<file path="config.mk">
export PLATFORM = sky130hd
export DESIGN_NAME = spi_byte_host
export DESIGN_NICKNAME = d
export VERILOG_FILES = /design/src/rtl/sbh_pkg.sv /design/src/rtl/sbh_regs.sv /design/src/rtl/sbh_clkdiv.sv /design/src/rtl/sbh_shifter.sv /design/src/rtl/spi_byte_host.sv
export SDC_FILE = /design/constraint.sdc
export NUM_CORES = 1
export LEC_CHECK = 0
export BUFFER_PORTS_ARGS = -buffer_cell sky130_fd_sc_hd__buf_2
export CORE_MARGIN = 2
export CORE_UTILIZATION = 47
export DETAILED_ROUTE_END_ITERATION = 6
export PLACE_DENSITY = 0.81
export SYNTH_ARGS = -nofsm -noshare
export SYNTH_HDL_FRONTEND = slang
export SYNTH_SLANG_ARGS = --single-unit
</file>
<file path="constraint.sdc">
create_clock -name clk -period 1.6 [get_ports clk]
set_clock_uncertainty 0.15 [all_clocks]
set_input_delay 0.16 -clock clk [delete_from_list [all_inputs] [get_ports clk]]
set_output_delay 0.16 -clock clk [all_outputs]
set_load 0.01 [all_outputs]
</file>
<file path="src/rtl/sbh_pkg.sv">
package sbh_pkg;

  localparam int REG_W   = 32;
  localparam int PRESC_W = 5;

  localparam logic [3:0] OFF_CTRL = 4'h0;
  localparam logic [3:0] OFF_CFG  = 4'h4;
  localparam logic [3:0] OFF_TX   = 4'h8;
  localparam logic [3:0] OFF_RX   = 4'hC;

  localparam int CTRL_RDY  = 1;
  localparam int CTRL_CS0  = 16;
  localparam int CFG_BLEN  = 5;
  localparam int CFG_CPHA  = 6;
  localparam int CFG_CPOL  = 7;
  localparam int CFG_FLUSH = 9;
  localparam int CFG_FIFO  = 17;

  typedef struct packed {
    logic               fifo_en;
    logic               cpol;
    logic               cpha;
    logic               blen;
    logic [PRESC_W-1:0] presc;
  } cfg_t;

  // Half-period of the serial clock in core cycles, from the 5-bit code.
  function automatic logic [PRESC_W-1:0] half_period(input logic [PRESC_W-1:0] code);
    logic [PRESC_W-1:0] res;
    if (code[PRESC_W-1] == 1'b0) begin
      res = (code < 2) ? PRESC_W'(1) : code;
    end else if (code[PRESC_W-2:0] == '0) begin
      res = PRESC_W'(1);
    end else begin
      res = {code[PRESC_W-2:0], 1'b0};
    end
    return res;
  endfunction

endpackage

</file>
<file path="src/rtl/sbh_regs.sv">
module sbh_regs
  import sbh_pkg::*;
#(
  parameter int ADDR_W = 4,
  parameter int NUM_CS = 2,
  parameter int BYTE_W = 8
) (
  input  logic              clk,
  input  logic              rst_n,
  input  logic              bus_en,
  input  logic              bus_we,
  input  logic [ADDR_W-1:0] bus_addr,
  input  logic [REG_W-1:0]  bus_wdata,
  output logic [REG_W-1:0]  bus_rdata,
  input  logic              busy,
  input  logic [BYTE_W-1:0] rx_data,
  output cfg_t              cfg,
  output logic [NUM_CS-1:0] cs_en,
  output logic              start,
  output logic [BYTE_W-1:0] tx_byte,
  output logic              clr_rx,
  output logic              flush_flag
);

  logic wr, wr_ctrl, wr_cfg, wr_tx;
  cfg_t              cfg_q, cfg_d;
  logic [NUM_CS-1:0] cs_q, cs_d;
  logic              flush_q, flush_d;

  assign wr      = bus_en & bus_we;
  assign wr_ctrl = wr & (bus_addr == ADDR_W'(OFF_CTRL));
  assign wr_cfg  = wr & (bus_addr == ADDR_W'(OFF_CFG));
  assign wr_tx   = wr & (bus_addr == ADDR_W'(OFF_TX));

  always_comb begin
    cfg_d   = cfg_q;
    cs_d    = cs_q;
    flush_d = 1'b0;
    if (wr_ctrl) begin
      cs_d = bus_wdata[CTRL_CS0 +: NUM_CS];
    end
    if (wr_cfg) begin
      cfg_d.presc   = bus_wdata[PRESC_W-1:0];
      cfg_d.blen    = bus_wdata[CFG_BLEN];
      cfg_d.cpha    = bus_wdata[CFG_CPHA];
      cfg_d.cpol    = bus_wdata[CFG_CPOL];
      cfg_d.fifo_en = bus_wdata[CFG_FIFO];
      flush_d       = bus_wdata[CFG_FLUSH];
    end
  end

  always_ff @(posedge clk or negedge rst_n) begin
    if (!rst_n) begin
      cfg_q   <= '0;
      cs_q    <= '0;
      flush_q <= 1'b0;
    end else begin
      cfg_q   <= cfg_d;
      cs_q    <= cs_d;
      flush_q <= flush_d;
    end
  end

  assign start      = wr_tx & ~busy & ~cfg_q.fifo_en & ~cfg_q.blen;
  assign tx_byte    = bus_wdata[BYTE_W-1:0];
  assign clr_rx     = wr_cfg & bus_wdata[CFG_FLUSH];
  assign cfg        = cfg_q;
  assign cs_en      = cs_q;
  assign flush_flag = flush_q;

  logic [REG_W-1:0] ctrl_view, cfg_view, rx_view;

  always_comb begin
    ctrl_view                      = '0;
    ctrl_view[CTRL_RDY]            = ~busy;
    ctrl_view[CTRL_CS0 +: NUM_CS]  = cs_q;
    cfg_view                       = '0;
    cfg_view[PRESC_W-1:0]          = cfg_q.presc;
    cfg_view[CFG_BLEN]             = cfg_q.blen;
    cfg_view[CFG_CPHA]             = cfg_q.cpha;
    cfg_view[CFG_CPOL]             = cfg_q.cpol;
    cfg_view[CFG_FLUSH]            = flush_q;
    cfg_view[CFG_FIFO]             = cfg_q.fifo_en;
    rx_view                        = '0;
    rx_view[BYTE_W-1:0]            = rx_data;
  end

  always_comb begin
    unique case (bus_addr)
      ADDR_W'(OFF_CTRL): bus_rdata = ctrl_view;
      ADDR_W'(OFF_CFG):  bus_rdata = cfg_view;
      ADDR_W'(OFF_RX):   bus_rdata = rx_view;
      default:           bus_rdata = '0;
    endcase
  end

endmodule

</file>
<file path="src/rtl/sbh_clkdiv.sv">
module sbh_clkdiv
  import sbh_pkg::*;
(
  input  logic               clk,
  input  logic               rst_n,
  input  logic               run,
  input  logic [PRESC_W-1:0] presc,
  output logic               tick
);

  logic [PRESC_W-1:0] half;
  logic [PRESC_W-1:0] cnt_q, cnt_d;
  logic               cnt_en;

  assign half   = half_period(presc);
  assign tick   = run & (cnt_q == half - PRESC_W'(1));
  assign cnt_en = run | (cnt_q != '0);

  always_comb begin
    cnt_d = cnt_q;
    if (cnt_en) begin
      cnt_d = (!run || tick) ? '0 : cnt_q + PRESC_W'(1);
    end
  end

  always_ff @(posedge clk or negedge rst_n) begin
    if (!rst_n) begin
      cnt_q <= '0;
    end else if (cnt_en) begin
      cnt_q <= cnt_d;
    end
  end

endmodule

</file>
<file path="src/rtl/sbh_shifter.sv">
module sbh_shifter #(
  parameter int BYTE_W = 8
) (
  input  logic              clk,
  input  logic              rst_n,
  input  logic              start,
  input  logic [BYTE_W-1:0] tx_byte,
  input  logic              tick,
  input  logic              cpol,
  input  logic              cpha,
  input  logic              miso,
  input  logic              clr_rx,
  output logic              busy,
  output logic              sclk,
  output logic              mosi,
  output logic [BYTE_W-1:0] rx_data
);

  localparam int EDGES  = 2 * BYTE_W;
  localparam int EDGE_W = $clog2(EDGES);
  localparam logic [EDGE_W-1:0] LAST = EDGE_W'(EDGES - 1);

  logic              busy_q, busy_d;
  logic              sclk_q, sclk_d;
  logic [EDGE_W-1:0] edge_q, edge_d;
  logic [BYTE_W-1:0] tx_q, tx_d;
  logic [BYTE_W-1:0] rx_q, rx_d;
  logic [BYTE_W-1:0] data_q, data_d;
  logic              sample_edge;

  // Edge 0 is the leading edge; CPHA 0 samples on even edge indices.
  assign sample_edge = (edge_q[0] == cpha);

  always_comb begin
    busy_d = busy_q;
    sclk_d = sclk_q;
    edge_d = edge_q;
    tx_d   = tx_q;
    rx_d   = rx_q;
    data_d = data_q;
    if (!busy_q) begin
      sclk_d = cpol;
      if (start) begin
        busy_d = 1'b1;
        tx_d   = tx_byte;
        edge_d = '0;
        rx_d   = '0;
      end
    end else if (tick) begin
      sclk_d = ~sclk_q;
      edge_d = edge_q + EDGE_W'(1);
      if (sample_edge) begin
        rx_d = {rx_q[BYTE_W-2:0], miso};
      end else if ((edge_q != LAST) && (edge_q != '0)) begin
        tx_d = {tx_q[BYTE_W-2:0], 1'b0};
      end
      if (edge_q == LAST) begin
        busy_d = 1'b0;
        data_d = rx_d;
      end
    end
    if (clr_rx) begin
      data_d = '0;
    end
  end

  always_ff @(posedge clk or negedge rst_n) begin
    if (!rst_n) begin
      busy_q <= 1'b0;
      sclk_q <= 1'b0;
      edge_q <= '0;
      tx_q   <= '0;
      rx_q   <= '0;
      data_q <= '0;
    end else begin
      busy_q <= busy_d;
      sclk_q <= sclk_d;
      edge_q <= edge_d;
      tx_q   <= tx_d;
      rx_q   <= rx_d;
      data_q <= data_d;
    end
  end

  assign busy    = busy_q;
  assign sclk    = sclk_q;
  assign mosi    = tx_q[BYTE_W-1];
  assign rx_data = data_q;

endmodule

</file>
<file path="src/rtl/spi_byte_host.sv">
module spi_byte_host
  import sbh_pkg::*;
#(
  parameter int ADDR_W = 4,
  parameter int NUM_CS = 2
) (
  input  logic              clk,
  input  logic              rst_n,
  input  logic              bus_en,
  input  logic              bus_we,
  input  logic [ADDR_W-1:0] bus_addr,
  input  logic [31:0]       bus_wdata,
  output logic [31:0]       bus_rdata,
  output logic              spi_sclk,
  output logic              spi_mosi,
  input  logic              spi_miso,
  output logic [NUM_CS-1:0] spi_cs_n
);

  localparam int BYTE_W = 8;

  logic [1:0] rst_pipe;
  logic       rst_sync_n;

  always_ff @(posedge clk or negedge rst_n) begin
    if (!rst_n) begin
      rst_pipe <= 2'b00;
    end else begin
      rst_pipe <= {rst_pipe[0], 1'b1};
    end
  end
  assign rst_sync_n = rst_pipe[1];

  cfg_t              cfg;
  logic [NUM_CS-1:0] cs_en;
  logic              start, clr_rx, flush_flag, busy, tick, ready;
  logic [BYTE_W-1:0] tx_byte, rx_data;

  assign ready = ~busy;

  sbh_regs #(
    .ADDR_W(ADDR_W),
    .NUM_CS(NUM_CS),
    .BYTE_W(BYTE_W)
  ) u_regs (
    .clk       (clk),
    .rst_n     (rst_sync_n),
    .bus_en    (bus_en),
    .bus_we    (bus_we),
    .bus_addr  (bus_addr),
    .bus_wdata (bus_wdata),
    .bus_rdata (bus_rdata),
    .busy      (busy),
    .rx_data   (rx_data),
    .cfg       (cfg),
    .cs_en     (cs_en),
    .start     (start),
    .tx_byte   (tx_byte),
    .clr_rx    (clr_rx),
    .flush_flag(flush_flag)
  );

  sbh_clkdiv u_div (
    .clk  (clk),
    .rst_n(rst_sync_n),
    .run  (busy),
    .presc(cfg.presc),
    .tick (tick)
  );

  sbh_shifter #(.BYTE_W(BYTE_W)) u_shift (
    .clk    (clk),
    .rst_n  (rst_sync_n),
    .start  (start),
    .tx_byte(tx_byte),
    .tick   (tick),
    .cpol   (cfg.cpol),
    .cpha   (cfg.cpha),
    .miso   (spi_miso),
    .clr_rx (clr_rx),
    .busy   (busy),
    .sclk   (spi_sclk),
    .mosi   (spi_mosi),
    .rx_data(rx_data)
  );

  for (genvar i = 0; i < NUM_CS; i++) begin : g_cs
    assign spi_cs_n[i] = ~cs_en[i];
  end

endmodule

</file>
==> run_results.csv <==
group,metric,value,unit
outcome,status,"complete, but fails checks",
outcome,failed_checks,"hold timing, setup timing",
job,cap_violations,0,
logic_synthesis,postSynthAreaPerCell,10.3,um2
pwr,peakVddDrop,0.625,mV
cts,clk_pin_slew,0.10,ns
placement,place_inst,414,
sta,rsz0062_at_grt,"yes",
cts,cts_tree,"done",
global_routing,globalRouteTotalUtil,23.6,%
pwr,p_per_area,1400,nW/um2
detailed_routing,wl_met3,373,um
placement,gp_congestion,0.857,
global_routing,antenna_found_initial,0,
final_layout,fin_nets,417,
critical_path,r2r-end,"u_shift.tx_q[1]",
global_routing,grt_pass1_vias,2502,
sta,setup_viol,39,
detailed_routing,dr.max_layer_used,"met4",
critical_path,crit_start,"u_regs.cfg[1]",
critical_path,critPathLaunchType,"flip-flop",
floorplanning,dieArea,6640,um2
detailed_routing,m1WireLength,3.01,mm
detailed_routing,drc,0,
placement,dp_hpwl,4.72,mm
cts,clock_latency,0.32,ns
sta,finalCritPeriodShare,153,%
logic_synthesis,ys_warn_count,0,
detailed_routing,wl_per_cell,17.0,um
logic_synthesis,synth_top_cell_by_area,"dfrtp_1",
critical_path,crit_fanout,7,
floorplanning,initial_utilization,48.3,%
detailed_routing,via_per_inst,5.60,
critical_path,rr_worst_depth,8,
cts,cts_htree_levels,2,
logic_synthesis,synth_area,2820,um2
detailed_routing,dr_total_vias,2507,
sta,final_max_slew_viol_count,0,
logic_synthesis,ys_types,51,
detailed_routing,route.met2.wl,4.01,mm
sta,hold_ws,-0.00559,ns
floorplanning,core_area,5850,um2
critical_path,crit_required,1.68,ns
global_routing,grt_pass1_wl,12.0,mm
floorplanning,die-width,81.5,um
detailed_routing,firstDrtPassIters,4,
pwr,leakagePower,1.81,nW
sta,fmax,408,MHz
detailed_routing,drt-total-wl,7.61,mm
critical_path,reg2reg_from,"u_regs.cfg[1]",
final_layout,final_cell_count_no_fill,448,
critical_path,crit_type,"flip-flop to flip-flop",
sta,hold_violations,2,
critical_path,crit_path_end_kind,"flip-flop",
global_routing,overflow,0,
detailed_routing,first_iter_violations,243,
cts,cts_root_buffer,"clkbuf_8",
critical_path,cp-endpoint,"u_shift.tx_q[1]",
logic_synthesis,synth_seq_area_share,43.4,%
logic_synthesis,ys_top_cells_by_area,"dfrtp_1 (43%), mux2i_1 (8.9%), buf_4 (5.6%)",
cts,cts_buffers,5,
placement,port_buffers,34,
worst_hold_path,min_path_type,"input pin to asynchronous set/reset pin",
critical_path,worst_ep_arrival_time,2.53,ns
floorplanning,io_pins,77,
detailed_routing,ant_nets,0,
floorplanning,die_h,81.5,um
logic_synthesis,synth_edf_count,0,
logic_synthesis,ys_seq_elements,49,
final_layout,fin_area,3880,um2
cts,clk_path_buf_depth,2,
global_routing,grt_max_degree,48,
final_layout,diodes,0,
placement,dpl-instance-area,3340,um2
cts,numClockSinks,49,
floorplanning,rows,28,
logic_synthesis,synthCells,274,
logic_synthesis,ys_async_sr_fraction,100,%
critical_path,reg2reg_slack,-0.85,ns
final_layout,drive_above_1_share,43.2,%
sta,finalCriticalPeriod,2.45,ns
final_layout,syn_to_final_growth,37.3,%
logic_synthesis,yosysTopAreaCellShare,43.4,%
logic_synthesis,ys.flop_type,"dfrtp_1",
sta,fin_ws,-0.851,ns
==> synthesized netlist by cell type, types with 2 or more instances <==
master / number
a211oi_1: 7
a21oi_1: 11
a22o_1: 9
a31oi_1: 8
and2_1: 2
and3_1: 2
buf_1: 2
buf_2: 5
buf_4: 21
buf_6: 3
clkbuf_1: 4
conb_1: 2
dfrtp_1: 49
ha_1: 4
inv_1: 11
mux2_2: 11
mux2i_1: 25
nand2_1: 5
nand3_1: 5
nand4_1: 2
nor2_1: 30
nor3_1: 7
nor3b_1: 4
nor4_1: 2
nor4b_1: 2
o21ai_0: 7
o31ai_1: 2
or3_1: 3
xnor2_1: 6
xor2_1: 2
==> area by class of cell <==
| type | instances | area (um2) |
|---|---|---|
| Fill cell | 399 | 1970 |
| Multi-Input combinational cell | 199 | 1590 |
| Sequential cell | 49 | 1230 |
| Timing Repair Buffer | 106 | 823 |
| Tap cell | 75 | 93.8 |
| Clock buffer | 5 | 68.8 |
| Inverter | 11 | 41.3 |
| Clock inverter | 3 | 25.0 |
==> cells by family after synthesis <==
logic type	share of synthesized area (%)
other cells	0.266
fa+ha+maj	1.77
flops	43.4
buf+inv	9.92
xor+xnor	2.48
compound gates	15.3
simple gates	13.6
mux	13.2
==> state kept, by name, summed over array words and instances (netlist names) <==
register / flops
rst_pipe: 2
u_div.cnt_q: 5
u_regs.cfg: 9
u_regs.cs_en: 2
u_regs.flush_flag: 1
u_shift.busy: 1
u_shift.edge_q: 4
u_shift.rx_data: 8
u_shift.rx_q: 8
u_shift.sclk: 1
u_shift.tx_q: 8
==> worst min-delay path by stage <==
stage	from	to	slack [ns]	cells past startpoint
2_1_floorplan	rst_n	rst_pipe[0]	-0.29	0
3_3_place_gp	rst_n	rst_pipe[0]	-0.20	1
3_5_place_dp	rst_n	rst_pipe[0]	-0.20	1
4_1_cts	rst_n	rst_pipe[1]	0.005	2
5_1_grt	rst_n	rst_pipe[1]	0.009	2
6_report	rst_n	rst_pipe[1]	-0.006	2
==> power breakdown <==
group | leakage, nW | internal [mW] | total, mW | switching [mW]
clock network | 0.0452 | 0.320 | 0.795 | 0.476
logic | 1.14 | 1.36 | 2.73 | 1.37
registers | 0.620 | 1.57 | 1.89 | 0.323
total | 1.81 | 3.24 | 5.41 | 2.17
==> cell usage in the layout (no fill, tap or decap), types with 3 or more instances in the layout <==
cell,n
ha_1,4
nand3_1,5
nand2_1,4
buf_6,12
a22o_1,9
o21ai_0,3
a31oi_1,8
a21oi_2,7
nor3b_1,3
buf_4,43
dfrtp_2,6
buf_12,3
or3_1,3
mux2i_1,24
inv_1,11
o21ai_4,3
dfrtp_1,43
mux2_2,11
nor2_1,25
dlygate4sd3_1,13
nor3_1,4
buf_2,35
nor2_2,4
a21oi_1,4
conb_1,22
xnor2_1,6
clkbuf_8,5
a211oi_1,6
==> stage by stage <==
step / utilization (%) / power (mW) / TNS [ns] / setup WS (ns)
floorplan: - / 3.23 / -19.72 / -0.650
global placement: 57.1 / 3.82 / -25.27 / -0.857
detailed placement: 57.1 / 3.94 / -29.30 / -0.933
CTS: 64.8 / 5.11 / -23.38 / -0.753
global route: 66.3 / 5.76 / -32.00 / -0.959
finish: 66.3 / 5.41 / -27.15 / -0.851
==> layer usage <==
| metal | up-vias | global-route usage (%) |
|---|---|---|
| li1 | 1133 | - |
| met1 | 1253 | 29.5 |
| met2 | 97 | 40.5 |
| met3 | 24 | 4.62 |
| met4 | 0 | 8.81 |
| met5 | - | 0 |
==> critical path, stage by stage (launching register included) <==
cell	delay [ns]
dfrtp_2	0.49
buf_6	0.15
nor4b_4	0.25
o211ai_1	0.13
a311o_4	0.48
o21ai_4	0.25
buf_6	0.18
a21oi_1	0.08
a31oi_1	0.18
==> repair_timing <==
action,in CTS,in global routing
endpoints found under the hold margin,16,0
pin swaps,9,7
gates cloned,1,0
endpoints found under the setup margin,39,40
setup buffers,9,5
hold buffers,13,0
resized for setup,41,12
(Power assumes the default switching activity.)
